`src/rtl/rtg_pkg.sv`:
```
package rtg_pkg;
    typedef enum logic [1:0] {
        RTG_IDLE = 2'd0,
        RTG_PROG = 2'd1,
        RTG_TOP  = 2'd2,
        RTG_BOT  = 2'd3
    } rtg_state_t;

    localparam int RTG_FIELDS = 2;
endpackage

```
`src/rtl/rtg_shadow.sv`:
```
module rtg_shadow #(
    parameter int PIX_W  = 12,
    parameter int LINE_W = 11,
    parameter int FIELDS = 2
) (
    input  logic              clk,
    input  logic              rst_n,
    input  logic              load,
    input  logic              in_fmode,
    input  logic              in_hs_low,
    input  logic              in_vs_low,
    input  logic [PIX_W-1:0]  in_hact_beg,
    input  logic [PIX_W-1:0]  in_hact_end,
    input  logic [PIX_W-1:0]  in_hs_beg,
    input  logic [PIX_W-1:0]  in_hs_end,
    input  logic [PIX_W-1:0]  in_vs_shift,
    input  logic [LINE_W-1:0] in_va_beg [FIELDS],
    input  logic [LINE_W-1:0] in_va_end [FIELDS],
    input  logic [LINE_W-1:0] in_vs_beg [FIELDS],
    input  logic [LINE_W-1:0] in_vs_end [FIELDS],
    output logic              sh_fmode,
    output logic              sh_hs_low,
    output logic              sh_vs_low,
    output logic [PIX_W-1:0]  sh_hact_beg,
    output logic [PIX_W-1:0]  sh_hact_end,
    output logic [PIX_W-1:0]  sh_hs_beg,
    output logic [PIX_W-1:0]  sh_hs_end,
    output logic [PIX_W-1:0]  sh_vs_shift,
    output logic [LINE_W-1:0] sh_va_beg [FIELDS],
    output logic [LINE_W-1:0] sh_va_end [FIELDS],
    output logic [LINE_W-1:0] sh_vs_beg [FIELDS],
    output logic [LINE_W-1:0] sh_vs_end [FIELDS]
);
    always_ff @(posedge clk) begin
        if (!rst_n) begin
            sh_fmode    <= 1'b0;
            sh_hs_low   <= 1'b0;
            sh_vs_low   <= 1'b0;
            sh_hact_beg <= '0;
            sh_hact_end <= '0;
            sh_hs_beg   <= '0;
            sh_hs_end   <= '0;
            sh_vs_shift <= '0;
        end else if (load) begin
            sh_fmode    <= in_fmode;
            sh_hs_low   <= in_hs_low;
            sh_vs_low   <= in_vs_low;
            sh_hact_beg <= in_hact_beg;
            sh_hact_end <= in_hact_end;
            sh_hs_beg   <= in_hs_beg;
            sh_hs_end   <= in_hs_end;
            sh_vs_shift <= in_vs_shift;
        end
    end

    // one set of vertical windows per field
    for (genvar f = 0; f < FIELDS; f++) begin : g_field
        always_ff @(posedge clk) begin
            if (!rst_n) begin
                sh_va_beg[f] <= '0;
                sh_va_end[f] <= '0;
                sh_vs_beg[f] <= '0;
                sh_vs_end[f] <= '0;
            end else if (load) begin
                sh_va_beg[f] <= in_va_beg[f];
                sh_va_end[f] <= in_va_end[f];
                sh_vs_beg[f] <= in_vs_beg[f];
                sh_vs_end[f] <= in_vs_end[f];
            end
        end
    end
endmodule

```
`src/rtl/rtg_sequencer.sv`:
```
module rtg_sequencer
    import rtg_pkg::*;
#(
    parameter int PIX_W  = 12,
    parameter int LINE_W = 11
) (
    input  logic              clk,
    input  logic              rst_n,
    input  logic              cmd_en,
    input  logic              cmd_fmode,
    input  logic [PIX_W-1:0]  line_len,
    input  logic [LINE_W-1:0] top_end,
    input  logic [LINE_W-1:0] frame_len,
    output rtg_state_t        state,
    output logic [PIX_W-1:0]  pix,
    output logic [LINE_W-1:0] line,
    output logic              load
);
    rtg_state_t        nxt;
    rtg_state_t        restart;
    logic [PIX_W-1:0]  pix_n;
    logic [LINE_W-1:0] line_n;
    logic              eol;
    logic              eof;
    logic              top_last;

    assign eol      = (pix == line_len - 1'b1);
    assign eof      = eol && (line == frame_len - 1'b1);
    assign top_last = eol && (line == top_end - 1'b1);
    assign restart  = cmd_fmode ? RTG_TOP : RTG_PROG;

    always_ff @(posedge clk) begin
        if (!rst_n) begin
            state <= RTG_IDLE;
            pix   <= '0;
            line  <= '0;
        end else begin
            state <= nxt;
            pix   <= pix_n;
            line  <= line_n;
        end
    end

    always_comb begin
        nxt    = state;
        pix_n  = pix + 1'b1;
        line_n = line;
        load   = 1'b0;
        if (!cmd_en) begin
            nxt    = RTG_IDLE;
            pix_n  = '0;
            line_n = '0;
            load   = 1'b1;
        end else begin
            unique case (state)
                RTG_IDLE: begin
                    nxt    = restart;
                    pix_n  = '0;
                    line_n = '0;
                    load   = 1'b1;
                end
                RTG_PROG, RTG_BOT: begin
                    if (eof) begin
                        nxt    = restart;
                        pix_n  = '0;
                        line_n = '0;
                        load   = 1'b1;
                    end else if (eol) begin
                        pix_n  = '0;
                        line_n = line + 1'b1;
                    end
                end
                RTG_TOP: begin
                    if (eof) begin
                        nxt    = restart;
                        pix_n  = '0;
                        line_n = '0;
                        load   = 1'b1;
                    end else if (eol) begin
                        pix_n  = '0;
                        line_n = line + 1'b1;
                        if (top_last) nxt = RTG_BOT;
                    end
                end
                default: begin
                    nxt    = RTG_IDLE;
                    pix_n  = '0;
                    line_n = '0;
                end
            endcase
        end
    end
endmodule

```
`src/rtl/rtg_raster_out.sv`:
```
module rtg_raster_out
    import rtg_pkg::*;
#(
    parameter int PIX_W  = 12,
    parameter int LINE_W = 11,
    parameter int FIELDS = 2
) (
    input  rtg_state_t        state,
    input  logic [PIX_W-1:0]  pix,
    input  logic [LINE_W-1:0] line,
    input  logic              sh_hs_low,
    input  logic              sh_vs_low,
    input  logic [PIX_W-1:0]  sh_hact_beg,
    input  logic [PIX_W-1:0]  sh_hact_end,
    input  logic [PIX_W-1:0]  sh_hs_beg,
    input  logic [PIX_W-1:0]  sh_hs_end,
    input  logic [PIX_W-1:0]  sh_vs_shift,
    input  logic [LINE_W-1:0] sh_va_beg [FIELDS],
    input  logic [LINE_W-1:0] sh_va_end [FIELDS],
    input  logic [LINE_W-1:0] sh_vs_beg [FIELDS],
    input  logic [LINE_W-1:0] sh_vs_end [FIELDS],
    output logic              hsync,
    output logic              vsync,
    output logic              de,
    output logic              field
);
    logic              fsel;
    logic              run;
    logic              h_act;
    logic              h_syn;
    logic              v_act;
    logic              v_syn;
    logic [PIX_W:0]    edge_pix;
    logic [PIX_W:0]    pix_x;
    logic [LINE_W-1:0] vb;
    logic [LINE_W-1:0] ve;

    always_comb begin
        run  = 1'b1;
        fsel = 1'b0;
        unique case (state)
            RTG_IDLE: run  = 1'b0;
            RTG_PROG: fsel = 1'b0;
            RTG_TOP:  fsel = 1'b0;
            RTG_BOT:  fsel = 1'b1;
            default:  run  = 1'b0;
        endcase

        pix_x    = {1'b0, pix};
        // second field moves its vertical sync edges to mid-line
        edge_pix = fsel ? ({1'b0, sh_hs_beg} + {1'b0, sh_vs_shift}) : '0;
        vb       = sh_vs_beg[fsel];
        ve       = sh_vs_end[fsel];

        h_act = (pix >= sh_hact_beg) && (pix < sh_hact_end);
        h_syn = (pix >= sh_hs_beg) && (pix < sh_hs_end);
        v_act = (line >= sh_va_beg[fsel]) && (line < sh_va_end[fsel]);
        v_syn = ((line > vb) || ((line == vb) && (pix_x >= edge_pix))) &&
                ((line < ve) || ((line == ve) && (pix_x < edge_pix)));

        hsync = (run && h_syn) ^ sh_hs_low;
        vsync = (run && v_syn) ^ sh_vs_low;
        de    = run && h_act && v_act;
        field = run && fsel;
    end
endmodule

```
`src/rtl/raster_timing_gen.sv`:
```
module raster_timing_gen
    import rtg_pkg::*;
#(
    parameter int PIX_W  = 12,
    parameter int LINE_W = 11
) (
    input  logic              clk,
    input  logic              rst_n,
    input  logic [1:0]        cfg_cmd,
    input  logic              cfg_hs_low,
    input  logic              cfg_vs_low,
    input  logic [PIX_W-1:0]  cfg_hact_beg,
    input  logic [PIX_W-1:0]  cfg_hact_end,
    input  logic [PIX_W-1:0]  cfg_hs_beg,
    input  logic [PIX_W-1:0]  cfg_hs_end,
    input  logic [PIX_W-1:0]  cfg_vs_shift,
    input  logic [LINE_W-1:0] cfg_vact0_beg,
    input  logic [LINE_W-1:0] cfg_vact0_end,
    input  logic [LINE_W-1:0] cfg_vact1_beg,
    input  logic [LINE_W-1:0] cfg_vact1_end,
    input  logic [LINE_W-1:0] cfg_vs0_beg,
    input  logic [LINE_W-1:0] cfg_vs0_end,
    input  logic [LINE_W-1:0] cfg_vs1_beg,
    input  logic [LINE_W-1:0] cfg_vs1_end,
    output logic              hsync,
    output logic              vsync,
    output logic              de,
    output logic              field,
    output logic [PIX_W-1:0]  pix_cnt,
    output logic [LINE_W-1:0] line_cnt
);
    localparam int NF = RTG_FIELDS;

    logic [LINE_W-1:0] in_va_beg [NF];
    logic [LINE_W-1:0] in_va_end [NF];
    logic [LINE_W-1:0] in_vs_beg [NF];
    logic [LINE_W-1:0] in_vs_end [NF];
    logic [LINE_W-1:0] sh_va_beg [NF];
    logic [LINE_W-1:0] sh_va_end [NF];
    logic [LINE_W-1:0] sh_vs_beg [NF];
    logic [LINE_W-1:0] sh_vs_end [NF];

    logic              sh_fmode;
    logic              sh_hs_low;
    logic              sh_vs_low;
    logic [PIX_W-1:0]  sh_hact_beg;
    logic [PIX_W-1:0]  sh_hact_end;
    logic [PIX_W-1:0]  sh_hs_beg;
    logic [PIX_W-1:0]  sh_hs_end;
    logic [PIX_W-1:0]  sh_vs_shift;
    logic [LINE_W-1:0] top_end;
    logic [LINE_W-1:0] frame_len;
    logic              load;
    rtg_state_t        state;

    assign in_va_beg[0] = cfg_vact0_beg;
    assign in_va_beg[1] = cfg_vact1_beg;
    assign in_va_end[0] = cfg_vact0_end;
    assign in_va_end[1] = cfg_vact1_end;
    assign in_vs_beg[0] = cfg_vs0_beg;
    assign in_vs_beg[1] = cfg_vs1_beg;
    assign in_vs_end[0] = cfg_vs0_end;
    assign in_vs_end[1] = cfg_vs1_end;

    assign top_end   = sh_va_end[0];
    assign frame_len = sh_fmode ? sh_va_end[1] : sh_va_end[0];

    rtg_shadow #(.PIX_W(PIX_W), .LINE_W(LINE_W), .FIELDS(NF)) u_shadow (
        .clk         (clk),
        .rst_n       (rst_n),
        .load        (load),
        .in_fmode    (cfg_cmd[1]),
        .in_hs_low   (cfg_hs_low),
        .in_vs_low   (cfg_vs_low),
        .in_hact_beg (cfg_hact_beg),
        .in_hact_end (cfg_hact_end),
        .in_hs_beg   (cfg_hs_beg),
        .in_hs_end   (cfg_hs_end),
        .in_vs_shift (cfg_vs_shift),
        .in_va_beg   (in_va_beg),
        .in_va_end   (in_va_end),
        .in_vs_beg   (in_vs_beg),
        .in_vs_end   (in_vs_end),
        .sh_fmode    (sh_fmode),
        .sh_hs_low   (sh_hs_low),
        .sh_vs_low   (sh_vs_low),
        .sh_hact_beg (sh_hact_beg),
        .sh_hact_end (sh_hact_end),
        .sh_hs_beg   (sh_hs_beg),
        .sh_hs_end   (sh_hs_end),
        .sh_vs_shift (sh_vs_shift),
        .sh_va_beg   (sh_va_beg),
        .sh_va_end   (sh_va_end),
        .sh_vs_beg   (sh_vs_beg),
        .sh_vs_end   (sh_vs_end)
    );

    rtg_sequencer #(.PIX_W(PIX_W), .LINE_W(LINE_W)) u_seq (
        .clk       (clk),
        .rst_n     (rst_n),
        .cmd_en    (cfg_cmd[0]),
        .cmd_fmode (cfg_cmd[1]),
        .line_len  (sh_hact_end),
        .top_end   (top_end),
        .frame_len (frame_len),
        .state     (state),
        .pix       (pix_cnt),
        .line      (line_cnt),
        .load      (load)
    );

    rtg_raster_out #(.PIX_W(PIX_W), .LINE_W(LINE_W), .FIELDS(NF)) u_out (
        .state       (state),
        .pix         (pix_cnt),
        .line        (line_cnt),
        .sh_hs_low   (sh_hs_low),
        .sh_vs_low   (sh_vs_low),
        .sh_hact_beg (sh_hact_beg),
        .sh_hact_end (sh_hact_end),
        .sh_hs_beg   (sh_hs_beg),
        .sh_hs_end   (sh_hs_end),
        .sh_vs_shift (sh_vs_shift),
        .sh_va_beg   (sh_va_beg),
        .sh_va_end   (sh_va_end),
        .sh_vs_beg   (sh_vs_beg),
        .sh_vs_end   (sh_vs_end),
        .hsync       (hsync),
        .vsync       (vsync),
        .de          (de),
        .field       (field)
    );
endmodule

```
`config.mk`:
```
export PLATFORM = sky130hd
export DESIGN_NAME = raster_timing_gen
export DESIGN_NICKNAME = d
export VERILOG_FILES = /design/src/rtl/rtg_pkg.sv /design/src/rtl/rtg_shadow.sv /design/src/rtl/rtg_sequencer.sv /design/src/rtl/rtg_raster_out.sv /design/src/rtl/raster_timing_gen.sv
export SDC_FILE = /design/constraint.sdc
export NUM_CORES = 1
export LEC_CHECK = 0
export BUFFER_PORTS_ARGS = -buffer_cell sky130_fd_sc_hd__clkbuf_2
export CAP_MARGIN = 20
export CELL_PAD_IN_SITES_DETAIL_PLACEMENT = 1
export CELL_PAD_IN_SITES_GLOBAL_PLACEMENT = 1
export CORE_MARGIN = 2
export CORE_UTILIZATION = 46
export DETAILED_ROUTE_END_ITERATION = 7
export PLACE_DENSITY_LB_ADDON = 0.1
export SKIP_CTS_REPAIR_TIMING = 1
export SLEW_MARGIN = 10
export SYNTH_ARGS = -nofsm -noshare
export SYNTH_HDL_FRONTEND = slang
export SYNTH_SLANG_ARGS = --single-unit
export TNS_END_PERCENT = 10
```
`constraint.sdc`:
```
create_clock -name clk -period 11.3 [get_ports clk]
set_input_delay 1.695 -clock clk [delete_from_list [all_inputs] [get_ports clk]]
set_output_delay 1.695 -clock clk [all_outputs]
set_load 0.1 [all_outputs]
```
==> results_dict.tcl <==
set metrics [dict create \
    die_x_um 163 \
    r2r_cells 11 \
    detail_route.wl_per_cell_um 18.1 \
    drt_wl_total_um 33800 \
    worstSetupPathType "flop to primary output" \
    worst_slack_ns 4.65 \
    worstMarginPinSlew_ns 1.04 \
    rrSetupSlack_ns 6.31 \
    ys_types 74 \
    drcViolationCount 0 \
    diodes 0 \
    synth_nets 1689 \
    fin_nets 1799 \
    ios 181 \
    tns_ns 0 \
    drtIter0Drc 513 \
    leakage_nw 5.40 \
    hold_class "flop to flop" \
    p_total_w 0.00159 \
    path_max_fanout 3 \
    place_ws_ns 5.21 \
    r2r_start "u_shadow.sh_fmode$_SDFFE_PN0P_" \
    power_density_nw_per_um2 122 \
    slew_headroom 0.307 \
    grt_pass1_wl_um 54800 \
    drt_pre_antenna_iters 5 \
    outcome "finished clean" \
    clock_path_buffers 2 \
    place_hpwl_um 24600 \
    reg2reg_to "u_seq.line[0]$_SDFFE_PN0P_" \
    fmax_mhz 150 \
    synth_seq_area_share 0.303 \
    async_flop_share 0 \
    fin_crit_ns 6.65 \
    cts-root-buf "clkbuf_16" \
    routed_via_density 5.61 \
    antenna_found_initial 0 \
    cts_tree "built" \
    grt_pass1_vias 10600 \
    yosysWarnings 0 \
    gp_congestion 0.818 \
    whs_ns 0.460 \
    ys_ff_latch 176 \
    finalHoldViolations 0 \
    fin_skew_ns 0.0185 \
    max_cap_viol_count 0 \
    rsz0062_at_grt "no" \
    htree_num_levels 4 \
    synth_edf_count 0 \
    ys.flop_type "dfxtp_1" \
    port_buffers 180 \
    worstPathRequired_ns 9.61 \
    clk_pin_slew_ns 0.08 \
    cts_inserted_buffers 17 \
    arrival_ns 4.95 \
    area_growth_syn_to_layout_pct 12.6 \
    finalCritPeriodShare 0.588 \
    grt_max_degree 115 \
    crit_path_end_kind "primary output" \
    startpoint "u_shadow.sh_vs_shift[0]$_SDFFE_PN0P_" \
    cts_num_sinks 176 \
    crit_path_start_kind "flop" \
    antenna_left 0 \
    synth_area_um2 11600 \
    setup_viol 0 \
    core_area_um2 25000 \
    clk_latency_ns 0.45 \
    vias 10500 \
    final-max-slew-violation-count 0 \
    synthCells 1415 \
    syn_avg_cell_area_um2 8.22 \
    die_area_um2 26600 \
    grtUsageTotal 0.257 \
    ir_drop_uv 92.0 \
    layout-drive-gt1-share 0.198 \
    rows 58 \
    start_util 0.465 \
    overflow 0 \
    die_height_um 163 \
    endpoint "vsync" \
]
-- kinds of logic after synthesis --
kind of cell / Yosys count / share of synthesized area
AO/OA/AOI/OAI: 319 / 0.163
XOR/XNOR: 60 / 0.0452
adder cells (fa/ha/maj): 120 / 0.130
buffers and inverters: 158 / 0.0674
flip-flops: 176 / 0.303
multiplexers: 55 / 0.0474
AND/OR/NAND/NOR: 527 / 0.244
-- cell usage in the layout, fill, tap and decap left out, types with 10 or more instances in the layout --
cell / synthesis / final
nand2_1: 194 / 194
clkbuf_2: 0 / 179
dfxtp_1: 176 / 176
ha_1: 119 / 119
nand3_1: 111 / 111
o21ai_0: 102 / 102
o21ai_1: 80 / 80
nand3_2: 71 / 71
inv_1: 60 / 60
nor2_1: 56 / 56
mux2i_1: 54 / 54
a21oi_1: 37 / 37
xnor2_1: 31 / 31
xor2_1: 29 / 29
nor3_1: 17 / 17
clkbuf_16: 0 / 17
o21a_1: 15 / 15
nand4_1: 15 / 15
nand2b_1: 10 / 10
a21o_1: 10 / 10
-- sequential cells by signal, indices dropped and copies added (netlist names) --
name and flops:
u_seq.pix 12, u_shadow.sh_va_end 22, u_shadow.sh_vs_shift 12, u_shadow.sh_vs_low 1
u_shadow.sh_hs_beg 12, u_shadow.sh_vs_beg 22, u_shadow.sh_hact_beg 12, u_shadow.sh_va_beg 22
u_shadow.sh_hs_end 12, u_shadow.sh_hs_low 1, u_shadow.sh_hact_end 12, u_seq.state 2
u_shadow.sh_vs_end 22, u_seq.line 11, u_shadow.sh_fmode 1
-- metal layers --
metal  track usage  routed length [um]  vias to the layer above  part of all wire
met5             0                   0                        -                 0
met3        0.0272                 946                       47             0.028
li1              -                   -                     5250                 -
met2         0.430               15800                      183              0.47
met4        0.0628                 503                        0             0.015
met1         0.355               16600                     4999              0.49
-- where the power goes --
group	switching, W	internal [W]
Combinational	0.000161	0.000115
Sequential	0.0000430	0.000661
Clock	0.000311	0.000302
Total	0.000515	0.00108
-- worst max-delay path: stages, from the launching register on --
cell      delay, ns
dfxtp_1        0.33
ha_1           0.22
inv_1          0.07
fa_1           0.18
nor2b_1        0.08
o31ai_1        0.43
a21oi_1        0.22
o31ai_1        0.42
nand2b_1       0.10
a21oi_1        0.20
xnor2_1        0.14
nand2_1        0.07
ha_1           0.32
a21o_1         0.19
a21oi_1        0.22
nand3_1        0.12
a41oi_1        0.19
a211oi_1       0.08
a21oi_1        0.17
xor2_1         0.28
clkbuf_2       0.51
-- per-stage QoR --
stage,util,area (um2),instances
floorplan,-,11600,1415
global placement,0.498,12500,1835
detailed placement,0.498,12500,1835
CTS,0.522,13100,1867
global route,0.523,13100,1868
finish,0.523,13100,1868
-- area by class of cell --
type                            instances  area [um2]
Fill cell                            3074       11900
Tap cell                              330         413
Inverter                               61         229
Clock buffer                           17         425
Sequential cell                       176        3520
Timing Repair Buffer                  188         991
Clock inverter                         15         179
Multi-Input combinational cell       1081        7330
-- synth_stat cells (3+ instances only) --
library cell   count  share of area
nor2b_1            8         0.0043
dfxtp_1          176           0.30
mux2i_1           54          0.046
nand4_1           15         0.0081
xnor2_1           31          0.023
nor4_1             8         0.0043
a21oi_1           37          0.016
nand2_1          194          0.063
o22ai_1            5         0.0027
a41oi_1            5         0.0038
a2111oi_0          5         0.0038
o31ai_1            6         0.0039
and2_1             3         0.0016
and3_1             6         0.0032
buf_1             12         0.0039
or2_2              3         0.0016
dlygate4sd1_1      7         0.0053
nand3_2           71          0.061
o21ai_0          102          0.044
nor4b_1            4         0.0030
buf_6             10         0.0097
buf_4             12         0.0077
clkbuf_1          37          0.012
inv_1             60          0.019
ha_1             119           0.13
nand2b_1          10         0.0054
o211ai_1           7         0.0045
a31oi_1            7         0.0038
a21o_1            10         0.0065
xor2_1            29          0.022
o2111ai_1          5         0.0038
a211o_1            8         0.0060
a211oi_1           6         0.0039
or4_1              3         0.0019
buf_2             17         0.0073
nand3_1          111          0.048
o21ai_1           80          0.034
nor3_1            17         0.0073
or3_1              7         0.0038
o21a_1            15         0.0097
nor2_1            56          0.018
-- how the worst min path moves through the flow --
stage | startpoint | to | cells after the start
2_1_floorplan | u_shadow.sh_hs_end[0]$_SDFFE_PN0P_ | u_shadow.sh_hs_end[0]$_SDFFE_PN0P_ | 2
3_3_place_gp | u_shadow.sh_hs_end[6]$_SDFFE_PN0P_ | u_shadow.sh_hs_end[6]$_SDFFE_PN0P_ | 2
3_5_place_dp | u_shadow.sh_vs_beg[9]$_SDFFE_PN0P_ | u_shadow.sh_vs_beg[9]$_SDFFE_PN0P_ | 2
4_1_cts | u_shadow.sh_vs_end[21]$_SDFFE_PN0P_ | u_shadow.sh_vs_end[21]$_SDFFE_PN0P_ | 2
5_1_grt | u_shadow.sh_va_beg[10]$_SDFFE_PN0P_ | u_shadow.sh_va_beg[10]$_SDFFE_PN0P_ | 2
6_report | u_shadow.sh_vs_beg[9]$_SDFFE_PN0P_ | u_shadow.sh_vs_beg[9]$_SDFFE_PN0P_ | 2
Power figures use the tool's default switching activity.
